`config.mk`:
```
export PLATFORM = sky130hd
export DESIGN_NAME = pwr_seq_ctrl
export DESIGN_NICKNAME = d
export VERILOG_FILES = /design/src/rtl/pwr_seq_ctrl.sv
export SDC_FILE = /design/constraint.sdc
export NUM_CORES = 1
export LEC_CHECK = 0
export CORE_AREA = 4 4 41 43
export DETAILED_ROUTE_END_ITERATION = 7
export DIE_AREA = 0 0 45 47
export MAX_ROUTING_LAYER = met4
export PLACE_DENSITY = 0.67
export SLEW_MARGIN = 20
export SYNTH_ARGS = -nofsm -noshare
export SYNTH_HDL_FRONTEND = slang
export SYNTH_SLANG_ARGS = --single-unit
```
`constraint.sdc`:
```
create_clock -name clk -period 1.1 [get_ports clk]
set_clock_uncertainty 0.1 [all_clocks]
set_input_delay 0.22 -clock clk [delete_from_list [all_inputs] [get_ports clk]]
set_output_delay 0.22 -clock clk [all_outputs]
set_load 0.05 [all_outputs]
```
`src/rtl/pwr_seq_ctrl.sv`:
```
module pwr_seq_ctrl #(
  parameter int KBD_W = 8,
  parameter int SYNC_STAGES = 2
) (
  input  logic             clk,
  input  logic             por_n,
  input  logic             usr_rst_n,
  input  logic             pfail_rst_n,
  input  logic             tick,
  input  logic             wake_pin,
  input  logic             kbd_wake_en,
  input  logic [KBD_W-1:0] kbd_in,
  input  logic             irq_pending,
  input  logic             sby_req,
  input  logic             flag_clr,
  output logic             op_state,
  output logic             cpu_clk_en,
  output logic             pll_en,
  output logic             bus_hold_low,
  output logic             cold_flag,
  output logic             pfail_flag,
  output logic             rtc_valid
);

  typedef enum logic {ST_STBY = 1'b0, ST_RUN = 1'b1} pstate_t;

  pstate_t              st;
  logic                 cold_mode;
  logic [SYNC_STAGES:0] wsh;

  logic warm_rst, wake_rise, kbd_hit, go_run, go_stby;

  assign warm_rst  = ~usr_rst_n | ~pfail_rst_n;
  assign wake_rise = wsh[SYNC_STAGES-1] & ~wsh[SYNC_STAGES];
  assign kbd_hit   = kbd_wake_en & (|kbd_in) & ~cold_mode;
  assign go_run    = tick & (st == ST_STBY) & (wake_rise | kbd_hit);
  assign go_stby   = tick & (st == ST_RUN) & sby_req & ~irq_pending;

  always_ff @(posedge clk or negedge por_n) begin
    if (!por_n) begin
      st         <= ST_STBY;
      cold_mode  <= 1'b1;
      cold_flag  <= 1'b1;
      pfail_flag <= 1'b0;
      rtc_valid  <= 1'b0;
      wsh        <= '0;
    end else begin
      if (tick) wsh <= {wsh[SYNC_STAGES-1:0], wake_pin};
      if (flag_clr) begin
        cold_flag  <= 1'b0;
        pfail_flag <= 1'b0;
      end
      if (!pfail_rst_n) pfail_flag <= 1'b1;
      if (warm_rst) begin
        st        <= ST_STBY;
        cold_mode <= 1'b0;
      end else if (go_run) begin
        st        <= ST_RUN;
        cold_mode <= 1'b0;
        rtc_valid <= 1'b1;
      end else if (go_stby) begin
        st <= ST_STBY;
      end
    end
  end

  assign op_state     = (st == ST_RUN);
  assign cpu_clk_en   = op_state;
  assign pll_en       = op_state;
  assign bus_hold_low = ~op_state;

endmodule

```
==> flow_summary.toml, run 1 <==
[outcome]
outcome = "complete, but fails checks"
violations = "negative setup slack"

[pwr]
comb_power_share_pct = 30.2
p_seq_share_pct = 40.8
switching_share_pct = 26.73
peakVddDrop_mv = 0.5759
power_switching_mw = 0.2187
power.internal_mw = 0.5996
clockPowerShare_pct = 29.0
p_leak_nw = 0.3086
powerDensity_nw_per_um2 = 1103

[yosys]
synthTopCellsByArea = "dfrtp_1, dfstp_2, mux2_2"
ys_types = 18
synth_flop_cell = "dfrtp_1"
netlist_instances = 29
synth_top_area_share_pct = 41.52
seq_area_frac_synth_pct = 56.06
synth_seq_cells = 8
yosys.area.top_type = "dfrtp_1"
synth_commonest_cells = "dfrtp_1, mux2_2"
synth_edf_count = 0
syn-cell-area_um2 = 361.6
synthArstFlopShare_pct = 100.0
yosysMostFrequentCell = "dfrtp_1"
syn_area_per_cell_um2 = 12.47
yosysWarnings = 0
synth_nets = 47

[die]
fp.dieArea_um2 = 2115
core_um2 = 1301
placementRows = 13
io_pins = 25
die_width_um = 45
initial_utilization_pct = 27.79
die_h_um = 47

[finish]
finalNonFillerCells = 74
drive_gt1_share_pct = 38.98
area_growth_pct = 105.2
antenna_cells = 0
final_nets = 78

[grt]
grt_max_degree = 9
antenna_found_initial = 0
grt_pass1_wl_um = 1524
overflow = 0
grt_pass1_vias = 378
grtUsageTotal_pct = 10.79

[sta]
slew_violations = 0
rsz0062_at_grt = "true"
timing.fmax_mhz = 781.2
slew_headroom_pct = 76.18
setup_slack_ns = -0.1800
post-route-period-util_pct = 116.4
hold_violations = 0
layout_min_cycle_time_ns = 1.280
tightest_slew_ns = 0.3561
setup_violations = 9

[drt]
avgRoutedWirePerCell_um = 11.95
vias = 346
drc = 0
viasPerCell = 4.676
ant_nets = 0
first_pass_iters = 4
drt-initial-drc-count = 2
totalWireLength_um = 884

[clocking]
htree_levels = 1
clock_path_buffers = 2
clkLatencyLatePin_ns = 0.25
cts_buffers = 3
clkTransAtPathRegs_ns = 0.06
clk_root_buffer_cell = "clkbuf_4"
cts_tree = "yes"
clock-sinks = 8
hold_buffers = 0

[worst_setup_path]
r2r-start = "cpu_clk_en$_DFFE_PN0P_"
slowest_stage = "dfrtp_2"
reg2regPathDepth = 3
worstSetupEndpointType = "primary output"
crit_path_start_kind = "flop"
required_ns = 0.78
arrival_ns = 0.96
critical_path.max_stage_delay_ns = 0.43
r2r_end = "cpu_clk_en$_DFFE_PN0P_"
crit_path_max_fanout = 4
rrSetupSlack_ns = -0.04
crit_chain = "buf_6, buf_12"
criticalPathCategory = "flop to primary output"

[placement]
pre_cts_ws_ns = -0.3873
gp_congestion = 0.7400
portBuffers = 24
dpl.cell_count = 69
hpwl_um = 735.5

[job]
drv_cap = 0

[worst_hold_path]
hold_path_class = "input pin to async pin"
[worst max-delay path: cells and delay by family, from the launching register on]
family | cells | cell delay [ns]
DFF | 1 | 0.43
buffers and inverters | 2 | 0.28
[stage by stage]
| step | hold slack [ns] | utilization (%) | setup TNS (ns) | total power, mW | cell area (um2) |
|---|---|---|---|---|---|
| 4_1_cts | 0.1508 | 56.44 | -1.093 | 0.8269 | 734.5 |
| 5_1_grt | 0.1645 | 57.02 | -1.371 | 0.8635 | 742.0 |
| 3_5_place_dp | 0.3906 | 54.13 | -1.886 | 0.5852 | 704.4 |
| 6_report | 0.1428 | 57.02 | -0.9961 | 0.8183 | 742.0 |
| 2_1_floorplan | -0.1756 | - | -0.4534 | 0.4328 | 367.9 |
| 3_3_place_gp | 0.3916 | 54.13 | -1.737 | 0.5834 | 704.4 |
[power groups by stage]
stage / Combinational (mW) / Sequential, mW / Clock [mW]
after floorplan: 0.0758 / 0.357 / 0
after global routing: 0.260 / 0.337 / 0.266
after global placement: 0.244 / 0.339 / 0
after detailed placement: 0.247 / 0.338 / 0
after CTS: 0.245 / 0.334 / 0.248
final: 0.247 / 0.334 / 0.237
[layer usage]
metal,routed length [um],up-vias,track usage (%)
li1,-,164,-
met1,310,159,10.05
met2,400,23,18.08
met3,173,0,5.747
met4,0,0,5.263
met5,0,-,-
[kinds of logic (layout without fill, tap and decap cells)]
logic type             count (synthesis)  count (layout)  synth area share (%)
and+or+nand+nor                       11              11                 22.15
DFF                                    8               8                 56.05
buffers and inverters                  4              34                 6.228
AOI/OAI and AO/OA                      3               3                 6.228
muxes                                  3               3                 9.342
[worst max-delay path by stage]
stage | slack [ns] | cells past startpoint | from | end
detailed placement | -0.39 | 4 | tick | cpu_clk_en$_DFFE_PN0P_
CTS | -0.19 | 2 | cpu_clk_en$_DFFE_PN0P_ | op_state
floorplan | -0.24 | 2 | cpu_clk_en$_DFFE_PN0P_ | cpu_clk_en$_DFFE_PN0P_
global placement | -0.36 | 4 | tick | cpu_clk_en$_DFFE_PN0P_
global route | -0.21 | 2 | cpu_clk_en$_DFFE_PN0P_ | op_state
finish | -0.18 | 2 | cpu_clk_en$_DFFE_PN0P_ | op_state
[timing repair]
| item | in CTS | in global routing |
|---|---|---|
| gates cloned | 0 | 0 |
| buffers inserted | 0 | 1 |
| resized for setup | 7 | 0 |
| pin swaps | 4 | 1 |
| setup endpoints to repair | 12 | 9 |
| endpoints found under the hold margin | 0 | 0 |
[area by class of cell]
type                            count  area (um2)
Fill cell                         134       559.3
Timing Repair Buffer               28       337.8
Sequential cell                     8       203.9
Multi-Input combinational cell     17       147.6
Clock buffer                        4       26.28
Tap cell                           15       18.77
Inverter                            2       7.507
[state kept, by name, indices dropped and copies added (netlist names)]
| name | cells |
|---|---|
| wsh | 3 |
| cold_flag | 1 |
| cold_mode | 1 |
| cpu_clk_en | 1 |
| pfail_flag | 1 |
| rtc_valid | 1 |
[placed cells by master (no fill, tap or decap)]
| master | synthesis | layout |
|---|---|---|
| dfrtp_1 | 6 | 5 |
| nand4bb_1 | 1 | 1 |
| nand3_1 | 1 | 1 |
| clkdlybuf4s50_1 | 0 | 12 |
| nor3b_2 | 0 | 1 |
| mux2_2 | 3 | 3 |
| clkbuf_1 | 0 | 1 |
| buf_4 | 2 | 3 |
| buf_6 | 0 | 1 |
| dlygate4sd2_1 | 0 | 5 |
| and4bb_1 | 1 | 1 |
| nand2_1 | 2 | 2 |
| dfstp_2 | 2 | 2 |
| clkbuf_4 | 0 | 3 |
| a211o_1 | 1 | 1 |
| nor2b_1 | 1 | 1 |
| nand3b_1 | 1 | 1 |
| nor2_1 | 1 | 1 |
| dfrtp_2 | 0 | 1 |
| buf_12 | 0 | 7 |
| o21ai_0 | 1 | 1 |
| inv_1 | 2 | 2 |
| nor4_2 | 1 | 2 |
| o311ai_1 | 1 | 1 |
Note: power is estimated with default switching activity, not from simulation.
==> run 2: changes to the inputs <==
--- a/config.mk
+++ b/config.mk
@@ -9,4 +9,5 @@
 export DETAILED_ROUTE_END_ITERATION = 7
 export DIE_AREA = 0 0 45 47
+export HOLD_SLACK_MARGIN = 0.06
 export MAX_ROUTING_LAYER = met4
 export PLACE_DENSITY = 0.67
==> constraint.sdc (replaced) <==
create_clock -name clk -period 1.1 [get_ports clk]
set_clock_uncertainty 0.1 [all_clocks]
set_input_delay 0.33 -clock clk [delete_from_list [all_inputs] [get_ports clk]]
set_output_delay 0.33 -clock clk [all_outputs]
set_load 0.05 [all_outputs]
==> flow_summary.toml, run 2 (synthesized netlist as in run 1, its figures left out) <==
[job]
drv_cap = 0

[drt]
viasPerCell = 4.667
first_pass_iters = 2
avgRoutedWirePerCell_um = 12.53
totalWireLength_um = 940
drt-initial-drc-count = 1
vias = 350
drc = 0
ant_nets = 0

[worst_setup_path]
criticalPathCategory = "flop to primary output"
worstSetupEndpointType = "primary output"
rrSetupSlack_ns = -0.17
startpoint = "cpu_clk_en$_DFFE_PN0P_"
critical_path.max_stage_delay_ns = 0.43
crit_chain = "buf_12, buf_12"
crit_path_max_fanout = 3
required_ns = 0.67
slowest_stage = "dfrtp_2"
crit_top_cell = "buf_12"
crit_path_start_kind = "flop"
r2r-start = "cpu_clk_en$_DFFE_PN0P_"
arrival_ns = 0.97

[finish]
final_cell_mix = "clkdlybuf4s50_1, buf_12, dfrtp_1, dlygate4sd2_1"
drive_gt1_share_pct = 41.67
regMostFlops = "wsh"
final_cell_area_um2 = 774.5
largest_reg_flops = 3
antenna_cells = 0
area_growth_pct = 114.2
layout_commonest_cell = "clkdlybuf4s50_1"
final_nets = 79

[pwr]
switching_share_pct = 27.00
clockPowerShare_pct = 28.8
comb_power_share_pct = 31.2
power.internal_mw = 0.6123
p_leak_nw = 0.3191
p_seq_share_pct = 40.0
power.total_mw = 0.8388
powerDensity_nw_per_um2 = 1083
peakVddDrop_mv = 0.6805
power_switching_mw = 0.2265

[sta]
tightest_slew_ns = 0.2255
timing.fmax_mhz = 716.1
setup_violations = 9
layout_min_cycle_time_ns = 1.397
setup_slack_ns = -0.2965
slew_violations = 0
hold_violations = 0
slew_headroom_pct = 84.73
rsz0062_at_grt = "true"
post-route-period-util_pct = 127.0

[placement]
gp_congestion = 0.7460
dpl_cell_area_um2 = 737.0
portBuffers = 24
hpwl_um = 770.1

[die]
fp.dieArea_um2 = 2115
core_um2 = 1301
io_pins = 25
die_h_um = 47
initial_utilization_pct = 27.79
placementRows = 13
die_width_um = 45

[clocking]
clock_path_buffers = 2
cts_tree = "yes"
clock-sinks = 8
htree_levels = 1
clkLatencyLatePin_ns = 0.25
clk_root_buffer_cell = "clkbuf_4"
cts_buffers = 3
clkTransAtPathRegs_ns = 0.06

[grt]
overflow = 0
grt_pass1_wl_um = 1552
grt_max_degree = 9
grtUsageTotal_pct = 10.71
antenna_found_initial = 0
grt_pass1_vias = 367

[outcome]
outcome = "complete, but fails checks"
violations = "negative setup slack"

[worst_hold_path]
hold_path_class = "input pin to async pin"
run 2: what timing repair did:
| action | CTS | global route |
|---|---|---|
| hold endpoints to repair | 0 | 0 |
| pin swaps | 2 | 0 |
| setup buffers | 1 | 0 |
| hold buffers | 0 | 0 |
| setup endpoints to repair | 13 | 10 |
| gates resized for setup | 6 | 0 |
run 2: power groups by stage:
stage | combinational, mW | clock (mW) | sequential [mW]
finish | 0.262 | 0.242 | 0.335
global route | 0.276 | 0.271 | 0.339
CTS | 0.265 | 0.251 | 0.336
detailed placement | 0.262 | 0 | 0.341
global placement | 0.259 | 0 | 0.341
floorplan | 0.0758 | 0 | 0.357
run 2: worst paths after layout:
check / end / depth (start not counted)
setup reg to reg: cpu_clk_en$_DFFE_PN0P_ / 4
min in group clk: wsh[0]$_DFFE_PN0P_ / 1
hold / removal: pfail_flag$_DFFE_PN0P_ / 2
hold reg to reg: wsh[0]$_DFFE_PN0P_ / 1
max in group asynchronous: cold_mode$_DFFE_PN1P_ / 2
setup / recovery: op_state / 2
run 2: area by class of cell:
class	count	area, um2
timing repair buffer	29	367.9
inverter	2	7.507
multi-input combinational	17	150.1
tap	15	18.77
clock buffer	4	26.28
sequential	8	203.9
fill	120	526.8
run 2: layer usage:
metal	track usage (%)	vias up	wire (um)
met5	-	-	0
met4	5.263	0	0
met3	3.831	0	141
met2	17.23	23	437
met1	11.68	161	360
li1	-	166	-
run 2: worst max-delay path, delay by kind of cell (launching register included):
| kind | cells | cell delay, ns |
|---|---|---|
| flops | 1 | 0.43 |
| buf+inv | 2 | 0.28 |
run 2: through the flow:
| stage | hold WS [ns] | setup TNS, ns | setup slack (ns) | instances | util, % |
|---|---|---|---|---|---|
| finish | 0.2841 | -2.087 | -0.2965 | 75 | 59.52 |
| global route | 0.2799 | -2.478 | -0.3300 | 75 | 59.52 |
| CTS | 0.2760 | -2.207 | -0.3109 | 75 | 59.52 |
| detailed placement | 0.3918 | -2.888 | -0.5114 | 70 | 56.63 |
| global placement | 0.3908 | -2.645 | -0.4722 | 70 | 56.63 |
| floorplan | -0.06559 | -0.7808 | -0.2428 | 29 | - |
==> run 3: changes to the inputs <==
- PLACE_DENSITY: 0.67 -> not set
- clock period: 1.1 -> 1.6 ns (I/O delays scaled with it)
==> flow_summary.toml, run 3 (synthesized netlist as in run 1, its figures left out) <==
[outcome]
outcome = "finished, final reports clean"

[sta]
timing.fmax_mhz = 643.1
setup_slack_ns = 0.04503
slew_headroom_pct = 76.51
slew_violations = 0
hold_violations = 0
worst_hold_slack_ns = 0.3886
layout_min_cycle_time_ns = 1.555
post-route-period-util_pct = 97.19
tightest_slew_ns = 0.3512
setup_violations = 0
rsz0062_at_grt = "false"

[pwr]
peakVddDrop_mv = 0.3467
p_leak_nw = 0.2886
powerDensity_nw_per_um2 = 778.6
p_seq_share_pct = 41.9
power_switching_mw = 0.1491
comb_power_share_pct = 28.8
switching_share_pct = 26.65
power.internal_mw = 0.4102
clockPowerShare_pct = 29.2

[die]
initial_utilization_pct = 27.79
fp.dieArea_um2 = 2115
core_um2 = 1301
io_pins = 25
die_h_um = 47
die_width_um = 45
placementRows = 13

[finish]
largest_reg_flops = 3
drive_gt1_share_pct = 35.09
regMostFlops = "wsh"
final_cell_mix = "clkdlybuf4s50_1, buf_12, dfrtp_1, mux2_2, clkbuf_4"
antenna_cells = 0
finalNonFillerCells = 72
area_growth_pct = 98.62
final_cell_area_um2 = 718.2
utilization_pct = 55.19
layout_commonest_cell = "clkdlybuf4s50_1"
final_nets = 76

[clocking]
cts_tree = "yes"
clock_path_buffers = 2
clock-sinks = 8
clkLatencyLatePin_ns = 0.25
htree_levels = 1
clk_root_buffer_cell = "clkbuf_4"
clkTransAtPathRegs_ns = 0.06
cts_buffers = 3

[drt]
drc = 0
first_pass_iters = 4
vias = 333
avgRoutedWirePerCell_um = 13.56
totalWireLength_um = 976
viasPerCell = 4.625
ant_nets = 0
drt-initial-drc-count = 1

[grt]
gr-usage-met1_pct = 11.19
antenna_found_initial = 0
overflow = 0
grt_use_met3_pct = 4.598
busiest_layer = "met2"
gr-usage-met2_pct = 18.36
grt_pass1_wl_um = 1552
grt_pass1_vias = 361
grt_max_degree = 9
grtUsageTotal_pct = 11.03

[placement]
gp_congestion = 0.7016
dpl.cell_count = 67
portBuffers = 24
pre_cts_ws_ns = -0.1631
dpl_cell_area_um2 = 684.4

[worst_setup_path]
rrSetupSlack_ns = 0.38
criticalPathCategory = "flop to primary output"
worstSetupEndpointType = "primary output"
critPathTopFamily = "flip-flops"
crit_path_max_fanout = 6
crit_path_start_kind = "flop"
required_ns = 1.02
crit_chain = "inv_2, buf_12"
slowest_stage = "dfrtp_2"
crit_buf_inv = 2
arrival_ns = 0.97
critical_path.max_stage_delay_ns = 0.48

[worst_hold_path]
hold_path_class = "flop to flop"

[job]
drv_cap = 0
## run 3: metrics by stage
| step | TNS, ns | power (mW) |
|---|---|---|
| 3_5_place_dp | -0.5737 | 0.3975 |
| 4_1_cts | 0 | 0.5719 |
| 5_1_grt | 0 | 0.5907 |
| 6_report | 0 | 0.5592 |
| 2_1_floorplan | 0 | 0.2969 |
| 3_3_place_gp | -0.2837 | 0.3942 |
## run 3: worst register-to-register path: cells and delay by family (launching register included)
family / cells / cell delay [ns]
and+or+nand+nor: 1 / 0.21
AOI/OAI and AO/OA: 2 / 0.32
DFF: 1 / 0.48
## run 3: worst paths after layout
| check | depth (start not counted) | endpoint | startpoint |
|---|---|---|---|
| worst max register to register | 3 | cpu_clk_en$_DFFE_PN0P_ | cpu_clk_en$_DFFE_PN0P_ |
| worst min-delay path | 1 | cold_mode$_DFFE_PN1P_ | cold_mode$_DFFE_PN1P_ |
| min in group asynchronous | 1 | rtc_valid$_DFFE_PN0P_ | por_n |
| max in group asynchronous | 1 | cold_mode$_DFFE_PN1P_ | por_n |
| worst min register to register | 1 | cold_mode$_DFFE_PN1P_ | cold_mode$_DFFE_PN1P_ |
| worst max-delay path | 2 | bus_hold_low | cpu_clk_en$_DFFE_PN0P_ |
## run 3: repair_timing
action	CTS	global route
gates resized for setup	1	0
hold buffers	0	0
pin swaps	0	0
setup buffers	0	1
setup endpoints to repair	1	1
gates cloned	0	0
endpoints found under the hold margin	0	0
## run 3: layer usage
layer | vias to the layer above | share of wire [%]
met5 | - | 0
met4 | 0 | 0
met3 | 0 | 12
met2 | 17 | 53
met1 | 156 | 35
li1 | 160 | -
## run 3: power groups by stage
| stage | sequential (mW) | clock [mW] | combinational, mW |
|---|---|---|---|
| 2_1_floorplan | 0.245 | 0 | 0.0514 |
| 3_3_place_gp | 0.235 | 0 | 0.159 |
| 3_5_place_dp | 0.237 | 0 | 0.160 |
| 4_1_cts | 0.234 | 0.177 | 0.161 |
| 5_1_grt | 0.237 | 0.185 | 0.169 |
| 6_report | 0.234 | 0.164 | 0.161 |
## run 3: layout make-up
class                      count  area, um2
clock buffer                   4      26.28
sequential                     8      203.9
fill                         123      583.1
tap                           15      18.77
inverter                       2      7.507
multi-input combinational     17      136.4
timing repair buffer          26      325.3
